[src/rtl/rxq_pkg.sv]
package rxq_pkg;

    localparam logic [1:0] THR_CODE_16 = 2'b00;
    localparam logic [1:0] THR_CODE_32 = 2'b01;
    localparam logic [1:0] THR_CODE_64 = 2'b10;

    typedef struct packed {
        logic [1:0] thr_sel;
        logic       low_lat;
        logic       runt_ok;
        logic       pad_strip;
    } rxq_cfg_t;

    localparam rxq_cfg_t CFG_RESET = '{
        thr_sel:   THR_CODE_64,
        low_lat:   1'b0,
        runt_ok:   1'b0,
        pad_strip: 1'b0
    };

endpackage

[src/rtl/rxq_ingress.sv]
module rxq_ingress
    import rxq_pkg::*;
#(
    parameter int CNT_W    = 11,
    parameter int MISS_W   = 8,
    parameter int MIN_REQ  = 64,
    parameter int RUNT_MIN = 8
) (
    input  logic              clk,
    input  logic              rst_n,
    input  logic              rx_en,
    input  rxq_cfg_t          cfg_in,
    input  logic              wr_valid,
    input  logic              wr_sof,
    input  logic              wr_eof,
    input  logic              wr_runt,
    input  logic              wr_pad,
    input  logic              fifo_full,
    output logic              push,
    output logic              frame_start,
    output logic              eof_req,
    output logic              discard_req,
    output logic              active,
    output logic              primed,
    output logic [CNT_W-1:0]  byte_cnt,
    output logic [1:0]        thr_sel_q,
    output logic              low_lat_q,
    output logic              overflow,
    output logic [MISS_W-1:0] miss_cnt
);

    localparam logic [CNT_W-1:0] MIN_C  = CNT_W'(MIN_REQ);
    localparam logic [CNT_W-1:0] RUNT_C = CNT_W'(RUNT_MIN);
    localparam logic [CNT_W-1:0] ONE_C  = CNT_W'(1);

    typedef struct packed {
        rxq_cfg_t          cfg;
        logic              act;
        logic              drop;
        logic              primed;
        logic [CNT_W-1:0]  cnt;
        logic              ovf;
        logic [MISS_W-1:0] miss;
    } ing_s;

    ing_s ing_q, ing_d;

    logic             sof;
    logic             act_now;
    logic             drop_now;
    logic [CNT_W-1:0] cnt_n;

    always_comb begin
        ing_d       = ing_q;
        push        = 1'b0;
        frame_start = 1'b0;
        eof_req     = 1'b0;
        discard_req = 1'b0;

        sof      = wr_valid && wr_sof;
        act_now  = sof ? rx_en : ing_q.act;
        drop_now = sof ? 1'b0 : ing_q.drop;

        if (sof) begin
            if (rx_en) begin
                ing_d.act    = 1'b1;
                ing_d.drop   = 1'b0;
                ing_d.primed = 1'b0;
                frame_start  = 1'b1;
            end else if (ing_q.miss != '1) begin
                ing_d.miss = ing_q.miss + 1'b1;
            end
        end

        cnt_n = ing_q.cnt;
        if (wr_valid && act_now) begin
            if (sof)
                cnt_n = ONE_C;
            else if (ing_q.cnt != '1)
                cnt_n = ing_q.cnt + 1'b1;
        end
        ing_d.cnt = cnt_n;

        if (wr_valid && act_now && !drop_now && !(wr_pad && ing_q.cfg.pad_strip)) begin
            if (fifo_full) begin
                ing_d.ovf  = 1'b1;
                ing_d.drop = 1'b1;
            end else begin
                push = 1'b1;
            end
        end

        if (act_now && cnt_n >= MIN_C)
            ing_d.primed = 1'b1;

        if (wr_eof && act_now) begin
            eof_req      = 1'b1;
            discard_req  = wr_runt && !(ing_q.cfg.runt_ok && cnt_n >= RUNT_C);
            ing_d.act    = 1'b0;
            ing_d.primed = 1'b0;
            ing_d.drop   = 1'b0;
        end

        if (!rx_en && !ing_q.act)
            ing_d.cfg = cfg_in;
    end

    always_ff @(posedge clk) begin
        if (!rst_n) begin
            ing_q.cfg    <= CFG_RESET;
            ing_q.act    <= 1'b0;
            ing_q.drop   <= 1'b0;
            ing_q.primed <= 1'b0;
            ing_q.cnt    <= '0;
            ing_q.ovf    <= 1'b0;
            ing_q.miss   <= '0;
        end else begin
            ing_q <= ing_d;
        end
    end

    assign active    = ing_q.act;
    assign primed    = ing_q.primed;
    assign byte_cnt  = ing_q.cnt;
    assign thr_sel_q = ing_q.cfg.thr_sel;
    assign low_lat_q = ing_q.cfg.low_lat;
    assign overflow  = ing_q.ovf;
    assign miss_cnt  = ing_q.miss;

    AST_OVF_STICKY: assert property (@(posedge clk) disable iff (!rst_n)
        ing_q.ovf |=> ing_q.ovf);
    AST_MISS_MONO: assert property (@(posedge clk) disable iff (!rst_n)
        1'b1 |=> ing_q.miss >= $past(ing_q.miss));
    AST_CFG_HOLD: assert property (@(posedge clk) disable iff (!rst_n)
        rx_en |=> $stable(ing_q.cfg));

endmodule

[src/rtl/rxq_store.sv]
module rxq_store #(
    parameter int DEPTH = 128,
    parameter int AW    = $clog2(DEPTH),
    parameter int OW    = AW + 1
) (
    input  logic          clk,
    input  logic          rst_n,
    input  logic          push,
    input  logic [7:0]    push_data,
    input  logic          frame_start,
    input  logic          eof_req,
    input  logic          discard_req,
    input  logic          rd_en,
    output logic [7:0]    rd_data,
    output logic          rd_eof,
    output logic          rd_empty,
    output logic          full,
    output logic [OW-1:0] occ,
    output logic [OW-1:0] pending
);

    localparam logic [OW-1:0] DEPTH_C = OW'(DEPTH);

    typedef struct packed {
        logic [OW-1:0]    wp;
        logic [OW-1:0]    rp;
        logic [OW-1:0]    fs;
        logic [OW-1:0]    pend;
        logic [DEPTH-1:0] eofv;
    } st_s;

    st_s st_q, st_d;

    logic [7:0]    mem [DEPTH];
    logic          mem_we;
    logic          rd_fire;
    logic          pend_inc;
    logic          pend_dec;
    logic [OW-1:0] fs_eff;
    logic [OW-1:0] stored;
    logic [OW-1:0] occ_left;
    logic [AW-1:0] wp_idx;
    logic [AW-1:0] rp_idx;
    logic [AW-1:0] last_idx;

    always_comb begin
        st_d     = st_q;
        mem_we   = 1'b0;
        pend_inc = 1'b0;
        pend_dec = 1'b0;

        occ      = st_q.wp - st_q.rp;
        wp_idx   = st_q.wp[AW-1:0];
        rp_idx   = st_q.rp[AW-1:0];
        last_idx = wp_idx - 1'b1;
        rd_fire  = rd_en && (occ != '0);
        fs_eff   = frame_start ? st_q.wp : st_q.fs;
        stored   = st_q.wp - fs_eff;
        occ_left = occ - {{AW{1'b0}}, rd_fire};

        if (frame_start)
            st_d.fs = st_q.wp;

        if (rd_fire) begin
            st_d.rp = st_q.rp + 1'b1;
            pend_dec = st_q.eofv[rp_idx];
            st_d.eofv[rp_idx] = 1'b0;
        end

        if (eof_req && discard_req && occ_left >= stored) begin
            st_d.wp = fs_eff;
        end else if (push) begin
            mem_we = 1'b1;
            st_d.wp = st_q.wp + 1'b1;
            st_d.eofv[wp_idx] = eof_req;
            pend_inc = eof_req;
        end else if (eof_req && stored != '0 && occ_left != '0) begin
            st_d.eofv[last_idx] = 1'b1;
            pend_inc = 1'b1;
        end

        st_d.pend = st_q.pend + {{AW{1'b0}}, pend_inc} - {{AW{1'b0}}, pend_dec};
    end

    always_ff @(posedge clk) begin
        if (!rst_n) begin
            st_q <= '0;
        end else begin
            st_q <= st_d;
        end
    end

    always_ff @(posedge clk) begin
        if (mem_we)
            mem[wp_idx] <= push_data;
    end

    assign full     = (occ == DEPTH_C);
    assign rd_empty = (occ == '0);
    assign rd_data  = mem[rp_idx];
    assign rd_eof   = st_q.eofv[rp_idx] && (occ != '0);
    assign pending  = st_q.pend;

    AST_PUSH_ROOM: assert property (@(posedge clk) disable iff (!rst_n)
        push |-> (st_q.wp - st_q.rp) != DEPTH_C);
    AST_PEND_LE_OCC: assert property (@(posedge clk) disable iff (!rst_n)
        st_q.pend <= (st_q.wp - st_q.rp));

endmodule

[src/rtl/rxq_req.sv]
module rxq_req
    import rxq_pkg::*;
#(
    parameter int OW      = 8,
    parameter int CNT_W   = 11,
    parameter int MIN_REQ = 64,
    parameter int LL_MIN  = 12
) (
    input  logic [OW-1:0]    occ,
    input  logic [OW-1:0]    pending,
    input  logic             primed,
    input  logic             active,
    input  logic [CNT_W-1:0] byte_cnt,
    input  logic [1:0]       thr_sel,
    input  logic             low_lat,
    output logic             req
);

    localparam logic [OW-1:0]    T16_C = OW'(16);
    localparam logic [OW-1:0]    T32_C = OW'(32);
    localparam logic [OW-1:0]    MIN_C = OW'(MIN_REQ);
    localparam logic [CNT_W-1:0] LL_C  = CNT_W'(LL_MIN);

    logic [OW-1:0] thr_w;
    logic          full_term;
    logic          thr_term;
    logic          done_term;
    logic          ll_term;

    always_comb begin
        case (thr_sel)
            THR_CODE_16: thr_w = T16_C;
            THR_CODE_32: thr_w = T32_C;
            default:     thr_w = MIN_C;
        endcase
        full_term = occ >= MIN_C;
        thr_term  = primed && (occ >= thr_w);
        done_term = pending != '0;
        ll_term   = low_lat && active && (byte_cnt >= LL_C) && (occ != '0);
        req       = full_term || thr_term || done_term || ll_term;
    end

endmodule

[src/rtl/rxq_top.sv]
module rxq_top
    import rxq_pkg::*;
#(
    parameter int DEPTH  = 128,
    parameter int MISS_W = 8,
    parameter int CNT_W  = 11
) (
    input  logic              clk,
    input  logic              rst_n,
    input  logic              rx_en,
    input  logic [1:0]        thr_sel,
    input  logic              low_lat_mode,
    input  logic              runt_accept_mode,
    input  logic              pad_strip_mode,
    input  logic              wr_valid,
    input  logic [7:0]        wr_data,
    input  logic              wr_sof,
    input  logic              wr_eof,
    input  logic              wr_runt,
    input  logic              wr_pad,
    input  logic              rd_en,
    output logic [7:0]        rd_data,
    output logic              rd_eof,
    output logic              rd_empty,
    output logic              rd_req,
    output logic              overflow,
    output logic [MISS_W-1:0] missed_count
);

    localparam int AW       = $clog2(DEPTH);
    localparam int OW       = AW + 1;
    localparam int MIN_REQ  = 64;
    localparam int LL_MIN   = 12;
    localparam int RUNT_MIN = 8;

    rxq_cfg_t         cfg_in;
    logic             push;
    logic             frame_start;
    logic             eof_req;
    logic             discard_req;
    logic             active;
    logic             primed;
    logic [CNT_W-1:0] byte_cnt;
    logic [1:0]       thr_sel_q;
    logic             low_lat_q;
    logic             full;
    logic [OW-1:0]    occ;
    logic [OW-1:0]    pending;

    assign cfg_in = '{
        thr_sel:   thr_sel,
        low_lat:   low_lat_mode,
        runt_ok:   runt_accept_mode,
        pad_strip: pad_strip_mode
    };

    rxq_ingress #(
        .CNT_W(CNT_W), .MISS_W(MISS_W), .MIN_REQ(MIN_REQ), .RUNT_MIN(RUNT_MIN)
    ) u_ingress (
        .clk(clk), .rst_n(rst_n), .rx_en(rx_en), .cfg_in(cfg_in),
        .wr_valid(wr_valid), .wr_sof(wr_sof), .wr_eof(wr_eof),
        .wr_runt(wr_runt), .wr_pad(wr_pad), .fifo_full(full),
        .push(push), .frame_start(frame_start), .eof_req(eof_req),
        .discard_req(discard_req), .active(active), .primed(primed),
        .byte_cnt(byte_cnt), .thr_sel_q(thr_sel_q), .low_lat_q(low_lat_q),
        .overflow(overflow), .miss_cnt(missed_count)
    );

    rxq_store #(
        .DEPTH(DEPTH), .AW(AW), .OW(OW)
    ) u_store (
        .clk(clk), .rst_n(rst_n), .push(push), .push_data(wr_data),
        .frame_start(frame_start), .eof_req(eof_req), .discard_req(discard_req),
        .rd_en(rd_en), .rd_data(rd_data), .rd_eof(rd_eof), .rd_empty(rd_empty),
        .full(full), .occ(occ), .pending(pending)
    );

    rxq_req #(
        .OW(OW), .CNT_W(CNT_W), .MIN_REQ(MIN_REQ), .LL_MIN(LL_MIN)
    ) u_req (
        .occ(occ), .pending(pending), .primed(primed), .active(active),
        .byte_cnt(byte_cnt), .thr_sel(thr_sel_q), .low_lat(low_lat_q),
        .req(rd_req)
    );

    AST_EOF_REQ: assert property (@(posedge clk) disable iff (!rst_n)
        rd_eof |-> rd_req);
    AST_EMPTY_IDLE: assert property (@(posedge clk) disable iff (!rst_n)
        rd_empty |-> !rd_req);

endmodule

[config.mk]
export PLATFORM = sky130hd
export DESIGN_NAME = rxq_top
export DESIGN_NICKNAME = d
export VERILOG_FILES = /design/src/rtl/rxq_pkg.sv /design/src/rtl/rxq_ingress.sv /design/src/rtl/rxq_store.sv /design/src/rtl/rxq_req.sv /design/src/rtl/rxq_top.sv
export SDC_FILE = /design/constraint.sdc
export NUM_CORES = 2
export LEC_CHECK = 0
export ABC_AREA = 1
export BUFFER_PORTS_ARGS = -buffer_cell sky130_fd_sc_hd__buf_2
export CAP_MARGIN = 5
export CORE_MARGIN = 5
export CORE_UTILIZATION = 45
export CTS_CLUSTER_SIZE = 16
export DETAILED_ROUTE_END_ITERATION = 16
export SLEW_MARGIN = 20
export SYNTH_ARGS = -nofsm -noshare
export SYNTH_HDL_FRONTEND = slang
export SYNTH_SLANG_ARGS = --single-unit
[constraint.sdc]
create_clock -name clk -period 11.5 [get_ports clk]
set_clock_uncertainty 0.1 [all_clocks]
set_input_delay 0 -clock clk [delete_from_list [all_inputs] [get_ports clk]]
set_output_delay 0 -clock clk [all_outputs]
set_load 0.05 [all_outputs]
Word-level counts from Yosys, hierarchy flattened
Memory sizes are Yosys's and may differ from the RTL's. A register that Yosys moved wholly into a read port is not among the register bits.
Cells that the tools add are included.
Storage, ports and cells
  logic and storage cells: 135
  bits in read-only memories: 0
  input bits: 22
  bits in latches: 0
  output and inout bits: 20
  bits in writable memories: 1024
  memories: 1
  bits in registers: 188
Operators by class
  bitwise gates (word level): 5
  equal/unequal tests: 4
  shift operators: 0
  magnitude comparators: 12
  reductions and logical operators: 45
  multiply operators: 0
  mux-type cells: 43
  divide/modulo/power cells: 0
  $add $sub $neg: 10
Memory list
  u_store.mem: depth 128, bits a word 8, rd ports 1, clocked after memory_dff 1, write ports 1, line rxq_store.sv:34  | logic [7:0] mem [DEPTH];
Operators by type and width (count)
  $mux W128: 4
  $and A128 B128 Y128: 1
  $bwmux W128: 1
  $not A128 Y128: 1
  $or A128 B128 Y128: 1
  $mux W11: 3
  $reduce_bool A8 Y1: 4
  $add A8 B1 Y8 const B: 3
  $lt A7 B8 Y1 const B: 3
  $mux W8: 3
  $logic_and A1 B1 Y1: 23
  $mux W1: 23
  $ge A11 B4 Y1 const B: 2
  $demux W1 S7: 3
  $ge A7 B1 Y1 const B: 3
  $sub A8 B1 Y8: 2
  $sub A8 B8 Y8: 2
  $mux W7: 2
  $pmux W7 S2: 1
  $add A11 B1 Y11 const B: 1
  $ge A11 B7 Y1 const B: 1
  $ne A11 B11 Y1 const B: 1
  $add A8 B1 Y8: 1
  $eq A8 B8 Y1 const B: 1
  17 further kinds: 29

Longest topological paths before layout
  depth in word-level cells: 14
  gate-level depth with buffers: 46
  mapped depth without buffers: 42

Hierarchy
A second synthesis with hierarchy kept.
Second synthesis, totals
  cell total of the unflattened synthesis: 5931
  area, all modules: 56649.3 um^2
By module, submodules not included
  rxq_store: area each 54721.2 um^2, cells each 5622, times used 1, seq. area each 34092.7 um^2
  rxq_ingress: area each 1715.4 um^2, cells each 263, times used 1, seq. area each 560.5 um^2
  rxq_req: area each 212.7 um^2, cells each 46, times used 1, seq. area each 0.0 um^2

Worst setup path after synthesis
No wires, ideal clock.
  path kind: reg-to-reg
  start point: register u_store.st_q[152] (netlist name)
  end point: register u_store.st_q (netlist bit u_store.pending[6])
  library setup time: 0.070 ns
  clock period less this slack: 6.091 ns
  arrival: 5.921 ns
  buffers on the path: 4
  cell stages (with the launch flop): 46
  path slack: 5.409 ns
  data required time: 11.330 ns
  cell sequence: dfxtp_1 -> clkbuf_1 -> inv_2 -> ha_1 -> inv_1 -> fa_1 -> nand3_1 -> nand2_1 -> nand2_1 -> nand2_1 -> inv_1 -> nand3_1 -> nor2_1 -> nand2_1 -> nand2_1 -> clkbuf_1 -> inv_1 -> ha_1 -> [10 not listed] -> nand4_1 -> o2111ai_1 -> nand3_1 -> inv_1 -> nand2_4 -> nand2_4 -> buf_6 -> buf_4 -> o21ai_0 -> ha_1 -> inv_1 -> fa_1 -> o31ai_1 -> and2_1 -> o21ai_0 -> nand2_1 -> o21ai_0 -> a21oi_1
Between the ends
  longest elaborated chain between the ends: 11
  elaborated cells between the ends (all ways): 21
  those cells by class: add/sub (5); order compare (1); eq/ne (1); mux (7); reduce/logical (7)
Ends and longest elaborated chain
  from (decl): line rxq_store.sv:32  | st_s st_q, st_d;
  from (signal assigned): line rxq_store.sv:89  | st_q <= st_d;
  branches (longest 10 deep; another with $sub A8 B8 Y8)
  $sub A8 B1 Y8 (*): line rxq_store.sv:82  | st_d.pend = st_q.pend + {{AW{1'b0}}, pend_inc} - {{AW{1'b0}}, pend_dec};
Mark *: on every way between the ends.
A chain may end at the register's enable or synchronous reset.

Worst setup path after layout
Same ends and word-level chain as after synthesis.

==> impl_metrics.env <==
export IMPL_ys_seq_elements=1219
export IMPL_numCtsBuffers=135
export IMPL_yosysWarnings=0
export IMPL_die_w_um=369
export IMPL_p_comb_frac=0.119
export IMPL_gp_congestion=0.929
export IMPL_r2r_slack_ns=3.74
export IMPL_wl_um=188000
export IMPL_clock_sinks=1219
export IMPL_syn_nets=6430
export IMPL_yosys_area_share_simple=0.213
export IMPL_vias_per_cell=5.88
export IMPL_hpwl_um=114000
export IMPL_switching_share=0.264
export IMPL_area_growth_syn_to_layout_pct=10.3
export IMPL_mostFrequentLayoutCells="nor2_1 (1678), edfxtp_1 (1024), nand2_1 (787)"
export IMPL_hold_slack_ns=0.0979
export IMPL_arrival_ns=8.37
export IMPL_grt_pass1_vias=43800
export IMPL_vdd_ir_drop_max_uv=146
export IMPL_tns_ns=0
export IMPL_synth_xor_area_frac=0.00227
export IMPL_crit_type="flop to flop"
export IMPL_clk_pin_slew_ns=0.06
export IMPL_hold_depth=2
export IMPL_layout_commonest_cell="nor2_1"
export IMPL_synth_mux_area_fraction=0
export IMPL_fin_total_pwr_mw=10.6
export IMPL_rsz0062_at_grt="no"
export IMPL_internal_power_mw=7.77
export IMPL_rr_worst_depth=40
export IMPL_avgSynthCellArea_um2=9.10
export IMPL_max_stage_delay_ns=0.55
export IMPL_grt_max_degree=202
export IMPL_fill_cells=11700
export IMPL_route_vias_total=47000
export IMPL_switchingPower_mw=2.79
export IMPL_p_clk_frac=0.418
export IMPL_status="complete, no violations"
export IMPL_power_density_nw_per_um2=165
export IMPL_io_pins=42
export IMPL_rr_startpoint="u_store.st_q[152]"
export IMPL_coreArea_um2=128000
export IMPL_endpoint_kind="flop"
export IMPL_timing_final_crit_period_ns=7.76
export IMPL_firstDrtPassIters=6
export IMPL_hold_end="u_store.mem[94][3]"
export IMPL_crit_required_ns=12.11
export IMPL_finalCoreUtilization=0.500
export IMPL_tritoncts="built"
export IMPL_r2r_end="u_store.pending[6]"
export IMPL_cts_buffer_depth=3
export IMPL_fin_crit_sh=0.675
export IMPL_track_usage=0.269
export IMPL_initialDrtViolationCount=6115
export IMPL_synth_fa_ha_area_frac=0.0108
export IMPL_start_util=0.453
export IMPL_synth_ff_type="edfxtp_1"
export IMPL_setup_worst_path_start_class="flop"
export IMPL_worst_pin_slew_ns=1.24
export IMPL_final_antenna_net_count=0
export IMPL_seq_power_share=0.463
export IMPL_relSlewSlack=0.173
export IMPL_synth_compound_area_frac=0.121
export IMPL_netlist_area_um2=57900
export IMPL_worst_path_max_fanout=78
export IMPL_die_area_um2=136000
export IMPL_maxSlewViolCount=0
export IMPL_final_hold_violation_count=0
export IMPL_row_count=131
export IMPL_grt_ovfl_total=0
export IMPL_hold_start="wr_data[3]"
export IMPL_max_freq_mhz=129
export IMPL_yosys_cell_types_count=50
export IMPL_ys_seq_area_frac=0.598
export IMPL_cts_htree_levels=4
export IMPL_maxCapViolCount=0
export IMPL_detail_route_wl_per_cell_um=23.5
export IMPL_synth_top_family_by_area="simple AND/OR/NAND/NOR gates"
export IMPL_grt_antenna_before_repair=9
export IMPL_finalSetupViolCount=0
export IMPL_drive_gt1_frac=0.0576
export IMPL_hp_class="input port to flop"
export IMPL_async_reset_ff_frac=0
export IMPL_leakage_nw=22.5
export IMPL_worst_skew_pair_late_latency_ns=0.79
export IMPL_final_nets=6287
export IMPL_grt_pass1_wl_um=279000
export IMPL_syn_inst=6360
export IMPL_die_h_um=369
export IMPL_drcViolationCount=0
export IMPL_numPortBuffers=41
export IMPL_slowest_stage="nand2_4"
export IMPL_cts_root_buf="clkbuf_16"
export IMPL_synth_edf_count=1024
==> cell families after synthesis <==
| kind of cell | Yosys count |
|---|---|
| AO/OA/AOI/OAI | 1254 |
| flip-flops | 1219 |
| buffers and inverters | 763 |
| AND/OR/NAND/NOR | 3061 |
| XOR/XNOR | 15 |
| adder cells (fa/ha/maj) | 48 |
==> layer usage <==
metal | part of all wire | vias up | GRT usage
met2 | 0.44 | 2372 | 0.413
met1 | 0.42 | 22600 | 0.381
li1 | - | 21600 | -
met3 | 0.096 | 390 | 0.0542
met5 | 0.00019 | - | 0
met4 | 0.038 | 6 | 0.0978
==> worst max path at each step <==
stage / from / to / depth (start not counted)
global route: u_store.st_q[152] / u_store.pending[6] / 41
global placement: u_store.st_q[152] / u_store.pending[6] / 40
detailed placement: u_store.st_q[152] / u_store.pending[6] / 40
CTS: u_store.st_q[152] / u_store.pending[6] / 40
floorplan: u_store.st_q[152] / u_store.pending[6] / 45
finish: u_store.st_q[152] / u_store.pending[6] / 40
==> area by class of cell <==
type	instances	area (um2)	share of cell area
clock inverter	74	913	0.0143
inverter	334	1270	0.0199
clock buffer	167	3580	0.0561
antenna	3	7.51	0.000118
tap	1662	2080	0.0326
multi-input combinational	4378	20200	0.316
timing repair buffer	149	1190	0.0186
sequential	1219	34700	0.543
==> flip-flops by register name, summed over array words and instances, names as in the netlist, named ones only <==
register             cells
u_store.pending          8
u_ingress.low_lat_q      1
u_ingress.overflow       1
u_store.mem           1024
u_store.rp_idx           7
u_ingress.miss_cnt       8
u_ingress.active         1
u_ingress.byte_cnt      11
u_ingress.ing_q          3
u_ingress.primed         1
u_ingress.thr_sel_q      2
u_store.st_q           145
==> metrics by stage <==
stage	worst slack [ns]	cell area, um2	std cells
2_1_floorplan	5.41	57900	6360
3_3_place_gp	3.87	58900	7700
3_5_place_dp	3.85	58900	7700
4_1_cts	3.82	63800	7982
5_1_grt	3.10	63900	7983
6_report	3.74	63900	7986
==> timing repair <==
item                                   in CTS  in global routing
resized for setup                           0                  0
setup buffers                               0                  0
endpoints found under the hold margin     499                  0
hold buffers                               41                  0
==> synthesized netlist by cell type, types with 17 or more instances <==
library cell  instances  area, um2
nand3_1             519       2600
inv_1               326       1220
dfxtp_1             195       3900
o221ai_1             53        464
o22ai_1             295       1850
buf_4                24        180
nand2_1             789       2960
edfxtp_1           1024      30700
nor2_1             1679       6300
o21ai_0             769       3850
buf_2                62        310
ha_1                 45        563
a21oi_1              65        325
clkbuf_1            312       1170
buf_1                17       63.8
o211ai_1             29        218
or2_2                21        131
nand4_1              17        106
==> power by group through the flow <==
stage	Combinational [mW]	Sequential [mW]	Clock, mW
4_1_cts	1.24	4.89	4.48
3_3_place_gp	1.21	4.98	0
5_1_grt	1.37	4.90	4.67
2_1_floorplan	0.816	4.96	0
3_5_place_dp	1.22	4.98	0
6_report	1.25	4.89	4.42
==> critical path: cells and delay by family (launching register included) <==
| family | cells | cell delay, ns |
|---|---|---|
| buf+inv | 7 | 0.78 |
| flops | 1 | 0.44 |
| fa+ha+maj | 6 | 1.70 |
| compound gates | 6 | 1.07 |
| simple gates | 21 | 3.53 |
Note: power is estimated with default switching activity, not from simulation.
